## src/rtl/memprot_pkg.sv

```systemverilog
package memprot_pkg;

   typedef enum logic [1:0] {
      LVL_NONE    = 2'd0,
      LVL_QUARTER = 2'd1,
      LVL_HALF    = 2'd2,
      LVL_ALL     = 2'd3
   } prot_lvl_e;

   typedef enum logic [2:0] {
      OP_IDLE  = 3'd0,
      OP_SETWE = 3'd1,
      OP_CLRWE = 3'd2,
      OP_STWR  = 3'd3,
      OP_ARWR  = 3'd4
   } op_e;

   localparam int ST_BUSY_BIT = 0;
   localparam int ST_WEL_BIT  = 1;
   localparam int ST_LVL_LO   = 2;
   localparam int ST_LVL_HI   = 3;
   localparam int ST_LOCK_BIT = 7;

   // The level selects how many top quarters of the array are covered
   function automatic logic lvl_covers(input prot_lvl_e lvl, input logic [1:0] quarter);
      case (lvl)
         LVL_NONE:    return 1'b0;
         LVL_QUARTER: return (quarter == 2'b11);
         LVL_HALF:    return quarter[1];
         default:     return 1'b1;
      endcase
   endfunction

endpackage

```

## src/rtl/memprot_range.sv

```systemverilog
module memprot_range
   import memprot_pkg::*;
#(
   parameter int ADDR_W = 17
) (
   input  prot_lvl_e          lvl,
   input  logic [ADDR_W-1:0]  addr,
   output logic               hit
);
   localparam int NUM_LVL = 4;

   if (ADDR_W < 2) begin : g_bad_width
      $error("memprot_range: ADDR_W must be at least 2");
   end

   logic [1:0]         quarter;
   logic [NUM_LVL-1:0] hit_vec;

   assign quarter = addr[ADDR_W-1 -: 2];

   for (genvar k = 0; k < NUM_LVL; k++) begin : g_lvl
      assign hit_vec[k] = lvl_covers(prot_lvl_e'(k), quarter);
   end

   assign hit = hit_vec[lvl];

endmodule

```

## src/rtl/memprot_timer.sv

```systemverilog
module memprot_timer #(
   parameter int CYCLES = 16
) (
   input  logic clk,
   input  logic rst_n,
   input  logic start,
   output logic busy,
   output logic done
);
   localparam int CNT_W = $clog2(CYCLES + 1);
   localparam logic [CNT_W-1:0] LOAD = CNT_W'(CYCLES);

   if (CYCLES < 1) begin : g_bad_cycles
      $error("memprot_timer: CYCLES must be at least 1");
   end

   logic [CNT_W-1:0] cnt_q;

   always_ff @(posedge clk or negedge rst_n) begin
      if (!rst_n) begin
         cnt_q <= '0;
      end else if (start) begin
         cnt_q <= LOAD;
      end else if (cnt_q != '0) begin
         cnt_q <= cnt_q - 1'b1;
      end
   end

   assign busy = (cnt_q != '0);
   assign done = (cnt_q == CNT_W'(1));

endmodule

```

## src/rtl/memprot_status.sv

```systemverilog
module memprot_status
   import memprot_pkg::*;
#(
   parameter logic [1:0] DEF_LVL  = 2'b00,
   parameter logic       DEF_LOCK = 1'b0
) (
   input  logic      clk,
   input  logic      rst_n,
   input  logic      set_wel,
   input  logic      clr_wel,
   input  logic      stage,
   input  prot_lvl_e stage_lvl,
   input  logic      stage_lock,
   input  logic      commit,
   output prot_lvl_e lvl,
   output logic      lock,
   output logic      wel
);
   prot_lvl_e lvl_q, pend_lvl_q;
   logic      lock_q, pend_lock_q, pend_q, wel_q;

   always_ff @(posedge clk or negedge rst_n) begin
      if (!rst_n) begin
         wel_q <= 1'b0;
      end else if (commit || clr_wel) begin
         wel_q <= 1'b0;
      end else if (set_wel) begin
         wel_q <= 1'b1;
      end
   end

   always_ff @(posedge clk or negedge rst_n) begin
      if (!rst_n) begin
         pend_q      <= 1'b0;
         pend_lvl_q  <= prot_lvl_e'(DEF_LVL);
         pend_lock_q <= DEF_LOCK;
      end else if (stage) begin
         pend_q      <= 1'b1;
         pend_lvl_q  <= stage_lvl;
         pend_lock_q <= stage_lock;
      end else if (commit) begin
         pend_q      <= 1'b0;
      end
   end

   always_ff @(posedge clk or negedge rst_n) begin
      if (!rst_n) begin
         lvl_q  <= prot_lvl_e'(DEF_LVL);
         lock_q <= DEF_LOCK;
      end else if (commit && pend_q) begin
         lvl_q  <= pend_lvl_q;
         lock_q <= pend_lock_q;
      end
   end

   assign lvl  = lvl_q;
   assign lock = lock_q;
   assign wel  = wel_q;

endmodule

```

## src/rtl/memprot_ctrl.sv

```systemverilog
module memprot_ctrl
   import memprot_pkg::*;
#(
   parameter int         ADDR_W    = 17,
   parameter int         WR_CYCLES = 16,
   parameter logic [1:0] DEF_LVL   = 2'b00,
   parameter logic       DEF_LOCK  = 1'b0
) (
   input  logic              clk,
   input  logic              rst_n,
   input  logic              wren_cmd,
   input  logic              wrdi_cmd,
   input  logic              wrsr_cmd,
   input  logic [7:0]        wrsr_data,
   input  logic              wr_cmd,
   input  logic [ADDR_W-1:0] wr_addr,
   input  logic              wp_n,
   output logic [7:0]        status_q,
   output logic              grant,
   output logic              reject,
   output logic              busy
);
   localparam logic [7:0] BUSY_BYTE = 8'hFF;

   op_e       op;
   prot_lvl_e lvl;
   logic      lock, wel, hit, hw_lock, may_write;
   logic      acc_arr, acc_sr, rej, done, busy_int;
   logic      grant_q, reject_q;
   logic      unused_sr_bits;

   assign unused_sr_bits = ^{wrsr_data[6:4], wrsr_data[1:0]};

   // Priority among coincident strobes
   always_comb begin
      if (wr_cmd)        op = OP_ARWR;
      else if (wrsr_cmd) op = OP_STWR;
      else if (wrdi_cmd) op = OP_CLRWE;
      else if (wren_cmd) op = OP_SETWE;
      else               op = OP_IDLE;
   end

   memprot_range #(.ADDR_W(ADDR_W)) u_range (
      .lvl  (lvl),
      .addr (wr_addr),
      .hit  (hit)
   );

   assign hw_lock   = ~wp_n & lock;
   assign may_write = wel & ~busy_int;
   assign acc_arr   = (op == OP_ARWR) && may_write && !hit;
   assign acc_sr    = (op == OP_STWR) && may_write && !hw_lock;
   assign rej       = ((op == OP_ARWR) && !acc_arr) || ((op == OP_STWR) && !acc_sr);

   memprot_timer #(.CYCLES(WR_CYCLES)) u_timer (
      .clk   (clk),
      .rst_n (rst_n),
      .start (acc_arr | acc_sr),
      .busy  (busy_int),
      .done  (done)
   );

   memprot_status #(.DEF_LVL(DEF_LVL), .DEF_LOCK(DEF_LOCK)) u_status (
      .clk        (clk),
      .rst_n      (rst_n),
      .set_wel    ((op == OP_SETWE) && !busy_int),
      .clr_wel    ((op == OP_CLRWE) && !busy_int),
      .stage      (acc_sr),
      .stage_lvl  (prot_lvl_e'({wrsr_data[ST_LVL_HI], wrsr_data[ST_LVL_LO]})),
      .stage_lock (wrsr_data[ST_LOCK_BIT]),
      .commit     (done),
      .lvl        (lvl),
      .lock       (lock),
      .wel        (wel)
   );

   always_ff @(posedge clk or negedge rst_n) begin
      if (!rst_n) begin
         grant_q  <= 1'b0;
         reject_q <= 1'b0;
      end else begin
         grant_q  <= acc_arr | acc_sr;
         reject_q <= rej;
      end
   end

   always_comb begin
      if (busy_int) begin
         status_q = BUSY_BYTE;
      end else begin
         status_q = '0;
         status_q[ST_BUSY_BIT] = 1'b0;
         status_q[ST_WEL_BIT]  = wel;
         status_q[ST_LVL_LO]   = lvl[0];
         status_q[ST_LVL_HI]   = lvl[1];
         status_q[ST_LOCK_BIT] = lock;
      end
   end

   assign grant  = grant_q;
   assign reject = reject_q;
   assign busy   = busy_int;

endmodule

```

## config.mk

```make
export PLATFORM = sky130hd
export DESIGN_NAME = memprot_ctrl
export DESIGN_NICKNAME = d
export VERILOG_FILES = /design/src/rtl/memprot_pkg.sv /design/src/rtl/memprot_range.sv /design/src/rtl/memprot_timer.sv /design/src/rtl/memprot_status.sv /design/src/rtl/memprot_ctrl.sv
export SDC_FILE = /design/constraint.sdc
export NUM_CORES = 1
export LEC_CHECK = 0
export CAP_MARGIN = 20
export CORE_ASPECT_RATIO = 1.1
export CORE_UTILIZATION = 38
export DETAILED_ROUTE_END_ITERATION = 6
export PLACE_DENSITY = 0.78
export SLEW_MARGIN = 20
export SYNTH_ARGS = -nofsm -noshare
export SYNTH_HDL_FRONTEND = slang
export SYNTH_SLANG_ARGS = --single-unit
```

## constraint.sdc

```tcl
create_clock -name clk -period 2 [get_ports clk]
set_input_delay 0.2 -clock clk [delete_from_list [all_inputs] [get_ports clk]]
set_output_delay 0.2 -clock clk [all_outputs]
set_load 0.005 [all_outputs]
```

==> summary.md, run 1 <==
| Metric | Value |
|---|---|
| Share of layout cells above drive strength 1 | `28.7%` |
| Sum Neg Setup Slack | `0 ns` |
| RSZ-0062 raised after global routing | `no` |
| Reg-to-reg setup timing slack | `0.18 ns` |
| Core area | `2020 sq um` |
| Drt first-iter violations | `16` |
| Area Overhead vs Synth | `43.0%` |
| Die X | `46.2 um` |
| Period utilization | `94.0%` |
| Pin count of the biggest net entering global routing | `16` |
| Slew Limit Headroom | `56.4%` |
| DRT Pass-1 Iters | `4` |
| Int Pwr | `823 uW` |
| Clk_lat worst skew | `0.28 ns` |
| Most frequent cells in the layout | `dfrtp_1, clkdlybuf4s50_1, buf_4, dlygate4sd2_1, mux2_2` |
| Ys Warns | `0` |
| Clock Power Share | `14.0%` |
| Worst-path cell chain | `inv_2 -> ha_4 -> nor4b_4 -> or2b_1 -> dlygate4sd2_1` |
| Critical Path AT | `1.68 ns` |
| Critical Path Start Type | `flop` |
| Post-DP Area | `1070 sq um` |
| N_diodes | `0` |
| Final Hold Viols | `0` |
| CP Capture Type | `output port` |
| Hold Crit Class | `input port to asynchronous set/reset pin` |
| ANT nets after route | `0` |
| Synthesized area per cell | `11.2 sq um` |
| Adder-Cell Fraction of Synth Area | `4.59%` |
| TritonCTS Sinks | `15` |
| Num CTS Buffers | `3` |
| Vias after detailed routing | `674` |
| GRT Overall Usage | `15.8%` |
| Port Buffer Count | `22` |
| Final Util | `57.9%` |
| Post-layout net count | `144` |
| Pre-CTS setup slack | `0.0456 ns` |
| Hpwl dp | `1170 um` |
| Leakage | `0.504 nW` |
| Clk slew on worst S/H paths | `0.09 ns` |
| Clock skew | `0.00108 ns` |
| Cells after Synth | `73` |
| Max incr delay on CP | `0.39 ns` |
| Final setup viols | `0` |
| CTS tree | `built` |
| Syn_nets | `108` |
| Grt ovf | `0` |
| Achievable Freq | `0.532 GHz` |
| Buf/Inv on CP | `2` |
| Cell variety after synth | `29` |
| Cell family with most CP delay | `simple AND/OR/NAND/NOR gates` |
| Final hold slack | `0.307 ns` |
| Post-synth top flop | `dfrtp_1` |
| FILL cells | `186` |
| Routed len/inst | `11.9 um` |
| Slew of the pin with the lowest slew margin | `0.651 ns` |
| Initial antenna violation count | `0` |
| Root Buffer | `clkbuf_4` |
| Combinational family with the most area after synthesis | `simple AND/OR/NAND/NOR gates` |
| Hold buffer count at cts | `0` |
| Ports | `43` |
| Vias per inst | `4.96` |
| Sw Ratio | `33.8%` |
| Commonest non-fill, non-tap cell in the layout | `dfrtp_1` |
| Vias in the first global route | `662` |
| Comb power frac | `46.6%` |
| Post-synthesis mux area share | `10.9%` |
| Fin area | `1170 sq um` |
| Synth Area in Compound Gates | `10.2%` |
| GP Congestion | `0.788` |
| Post-synth EDFFs | `0` |
| Max-capacitance violation count | `0` |
| Post-synthesis xor/xnor area fraction | `2.14%` |
| Critical-path top delay cell | `dfrtp_1` |
| Synth Area in Simple Gates | `19.4%` |
| PD cells | `1060 nW/um^2` |
| DRC violations left | `0` |
| Seq pwr share | `39.4%` |
| Total wire length | `1620 um` |
| Die area | `2340 sq um` |
| Number of synthesized register bits | `15` |
| Setup Crit Path Kind | `flop to output port` |
| PnR worst setup slack | `0.121 ns` |
| Required time of the critical path | `1.80 ns` |
| CTS H-tree depth | `1` |
| Initial Utilization | `40.5%` |
| Mapped cell area | `818 sq um` |
| CP max FO | `4` |
| Chip Height | `50.7 um` |
| Final Critical Period | `1.88 ns` |
| Sequential share of the synthesized area | `45.9%` |
| Slew Limit Fails | `0` |
| Outcome | `complete, no violations` |
| Peak supply drop | `651 uV` |
| Max Root-Sink Buffers | `2` |
| Num rows | `17` |
| First-pass GRT wire length | `2660 um` |
| Asr flop ratio synth | `100%` |
| Psw | `420 uW` |
==> metrics by stage <==
| step | power, mW | cells |
|---|---|---|
| after floorplan | 0.775 | 73 |
| after global placement | 0.945 | 122 |
| after detailed placement | 0.960 | 122 |
| after CTS | 1.20 | 133 |
| after global routing | 1.35 | 136 |
| final | 1.24 | 136 |
==> timing repair <==
item / in CTS / in global routing
setup endpoints to repair: 9 / 1
buffers inserted: 7 / 3
resized for setup: 15 / 1
gates cloned: 0 / 0
==> metal layers <==
metal  global-route usage, %  up-vias  wire length, um
met5                       0        -                0
met4                    6.86        0               35
met3                    3.24        5               85
met2                    27.2       25              884
met1                    18.1      318              616
li1                        -      326                -
==> kinds of logic after synthesis <==
family | after synthesis
AND/OR/NAND/NOR | 23
buffers and inverters | 10
flip-flops | 15
XOR/XNOR | 2
AO/OA/AOI/OAI | 12
adder cells (fa/ha/maj) | 3
multiplexers | 8
==> registers in the layout, indices dropped and copies added (netlist names) <==
name / cells
reject: 1
grant: 1
u_status.pend_lvl_q: 2
u_timer.cnt_q: 5
u_status.lock: 1
u_status.pend_q: 1
u_status.pend_lock_q: 1
u_status.wel: 1
u_status.lvl: 2
==> area by class of cell <==
cell class / instances / area, sq um / share of cell area [%]
multi-input combinational: 48 / 399 / 34.1
sequential: 15 / 375 / 32.1
timing repair buffer: 36 / 314 / 26.8
tap: 28 / 35.0 / 2.99
clock buffer: 3 / 22.5 / 1.93
inverter: 5 / 18.8 / 1.60
clock inverter: 1 / 5.00 / 0.428
==> power by group through the flow <==
stage               clock network, mW  logic [mW]  registers [mW]
detailed placement                  0       0.466           0.495
global route                    0.192       0.652           0.502
finish                          0.174       0.580           0.490
CTS                             0.176       0.538           0.490
global placement                    0       0.456           0.489
floorplan                           0       0.288           0.487
==> synthesized netlist by cell type, drive strengths merged (2+ instances only) <==
cell type	count	area share, %
buf	5	4.6
mux2	7	9.6
nand2b	5	3.8
nor2	4	1.8
o211ai	2	1.8
nand2	2	0.92
or2b	2	1.8
a31oi	2	1.5
nor4b	2	4.0
nor2b	2	1.5
inv	5	2.3
ha	3	4.6
o21ai	4	2.4
dfrtp	15	46
==> path summary, 6_finish.rpt <==
path,cells after the start,end,startpoint
setup / recovery,5,status_q[1],u_timer.cnt_q[0]
hold / removal,1,u_status.pend_lvl_q[0],rst_n
setup reg to reg,7,u_status.pend_lock_q,u_timer.cnt_q[0]
hold reg to reg,1,u_status.pend_lvl_q[1],u_status.pend_lvl_q[1]
max in group asynchronous,1,u_timer.cnt_q[2],rst_n
min in group clk,2,u_status.wel,wrdi_cmd
No activity file was read; power rests on OpenSTA's default activity.
==> run 2, diff against run 1 <==
Settings changed: CORE_UTILIZATION 38 to 34, PLACE_DENSITY 0.78 to 0.74.
Clock period 2 ns to 1.5 ns, I/O delays scaled along.
==> run 2 against run 1 <==
  * Sequential share of layout area is 6.9 points lower
  * The flow now finishes with violations (setup timing)
  * Sequential cell count stayed put
  * Core utilization is 8.3 points higher
  * First-iteration DRC count is 63% lower
  * Clock skew is 0.0062 ns higher
  * Highest routed layer unchanged
  * Non-clock buffer count is 18 higher
  * Clock power is 39% higher
  * Register-to-register slack worse by 0.50 ns
  * Critical path depth is 1 higher
  * Worst hold slack worse by 0.15 ns
==> summary.md, run 2 (synthesis results as in run 1) <==
| Metric | Value |
|---|---|
| Root Buffer | `clkbuf_4` |
| Setup Crit Path Kind | `flop to output port` |
| Placed insts | `137` |
| Clk_lat worst skew | `0.29 ns` |
| GP Congestion | `0.858` |
| Worst-path cell chain | `inv_2 -> ha_4 -> nor4b_4 -> buf_4 -> or2b_1 -> buf_2` |
| Die area | `2610 sq um` |
| Reg2Reg Depth | `9` |
| Initial Utilization | `36.3%` |
| Critical Path AT | `1.70 ns` |
| ANT nets after route | `0` |
| Final setup viols | `24` |
| Clock skew | `0.00731 ns` |
| Final hold slack | `0.154 ns` |
| Slew of the pin with the lowest slew margin | `0.413 ns` |
| Period utilization | `124%` |
| Commonest non-fill, non-tap cell in the layout | `buf_4` |
| Final Critical Period | `1.85 ns` |
| Max incr delay on CP | `0.41 ns` |
| Ports | `43` |
| PnR worst setup slack | `-0.353 ns` |
| Vias after detailed routing | `759` |
| Area Overhead vs Synth | `82.3%` |
| TritonCTS Sinks | `15` |
| Total power | `2.29 mW` |
| Pre-CTS setup slack | `-0.301 ns` |
| Fin area | `1490 sq um` |
| CTS H-tree depth | `1` |
| Die X | `48.8 um` |
| DRC violations left | `0` |
| DRT Pass-1 Iters | `6` |
| Critical-path top delay cell | `dfrtp_1` |
| Post-DP Area | `1170 sq um` |
| Critical Path Start Type | `flop` |
| Port Buffer Count | `22` |
| Max Root-Sink Buffers | `2` |
| Sum Neg Setup Slack | `-5.22 ns` |
| Num CTS Buffers | `3` |
| Non-Filler Instances | `156` |
| Max reg flops | `5` |
| Required time of the critical path | `1.35 ns` |
| First-pass GRT wire length | `3720 um` |
| PD cells | `1540 nW/um^2` |
| FILL cells | `176` |
| Pin count of the biggest net entering global routing | `16` |
| Hpwl dp | `1430 um` |
| Most frequent cells in the layout | `buf_4, buf_6, dfrtp_1, clkdlybuf4s50_1` |
| Vias in the first global route | `831` |
| Post-layout net count | `162` |
| Most flops, register | `u_timer.cnt_q` |
| Peak supply drop | `794 uV` |
| Initial antenna violation count | `0` |
| Area of the multi-input gates | `536 sq um` |
| Slew Limit Fails | `0` |
| CP Capture Type | `output port` |
| Leakage | `0.682 nW` |
| Failing checks | `setup timing` |
| Hold Crit Class | `input port to asynchronous set/reset pin` |
| CP max FO | `3` |
| RSZ-0062 raised after global routing | `yes` |
| Buf/Inv on CP | `3` |
| Achievable Freq | `0.540 GHz` |
| Hold buffer count at cts | `0` |
| Drt first-iter violations | `6` |
| GRT Overall Usage | `19.6%` |
| Worst path depth | `6` |
| Chip Height | `53.5 um` |
| Vias per inst | `4.87` |
| Routed len/inst | `15.1 um` |
| Share of layout cells above drive strength 1 | `56.3%` |
| Num rows | `18` |
| Final Hold Viols | `0` |
| Max-capacitance violation count | `0` |
| Core area | `2250 sq um` |
| CTS tree | `built` |
| Grt ovf | `0` |
| Final Util | `66.2%` |
| Sequential Area | `375 sq um` |
| Slew Limit Headroom | `72.3%` |
| Clk slew on worst S/H paths | `0.10 ns` |
| Total wire length | `2350 um` |
| Outcome | `complete, but fails checks` |
| Cell family with most CP delay | `simple AND/OR/NAND/NOR gates` |
| N_diodes | `0` |
## run 2: cell type report
class	count	share of cell area [%]
Tap cell	30	2.52
Inverter	5	1.43
Multi-Input combinational cell	48	35.9
Clock inverter	1	0.336
Sequential cell	15	25.2
Timing Repair Buffer	54	33.1
Clock buffer	3	1.51
## run 2: final timing paths
kind	slack, ns	end	from
max	-0.35	status_q[1]	u_timer.cnt_q[1]
min	0.15	u_status.lvl[0]	rst_n
max reg2reg	-0.32	u_timer.cnt_q[1]	u_timer.cnt_q[1]
min reg2reg	0.51	u_status.lock	u_status.pend_lock_q
max in group asynchronous	1.17	u_timer.cnt_q[2]	rst_n
min in group clk	0.46	u_status.pend_lvl_q[1]	wrsr_data[3]
## run 2: report_power, final
| group | leakage (nW) | internal [mW] | switching [mW] |
|---|---|---|---|
| clock network | 0.0177 | 0.0993 | 0.142 |
| registers | 0.193 | 0.527 | 0.111 |
| logic | 0.471 | 0.824 | 0.590 |
| total | 0.682 | 1.45 | 0.843 |
## run 2: metal layers
layer | up-vias | track usage, % | share of wire (%)
li1 | 363 | - | -
met1 | 374 | 19.9 | 40
met2 | 20 | 39.1 | 57
met3 | 2 | 4.02 | 2.7
met4 | 0 | 7.84 | 0.85
met5 | - | 0 | 0
## run 2: timing repair
action,CTS,global route
gates resized for setup,65,18
buffers inserted,16,5
setup endpoints to repair,20,24
pin swaps,5,5
## run 2: worst reg2reg max path: cells and delay by family (launching register included)
family,cells,cell delay (ns)
adder cells (fa/ha/maj),1,0.13
multiplexers,1,0.30
buffers and inverters,5,0.61
AND/OR/NAND/NOR,1,0.26
flip-flops,1,0.41
AO/OA/AOI/OAI,1,0.06
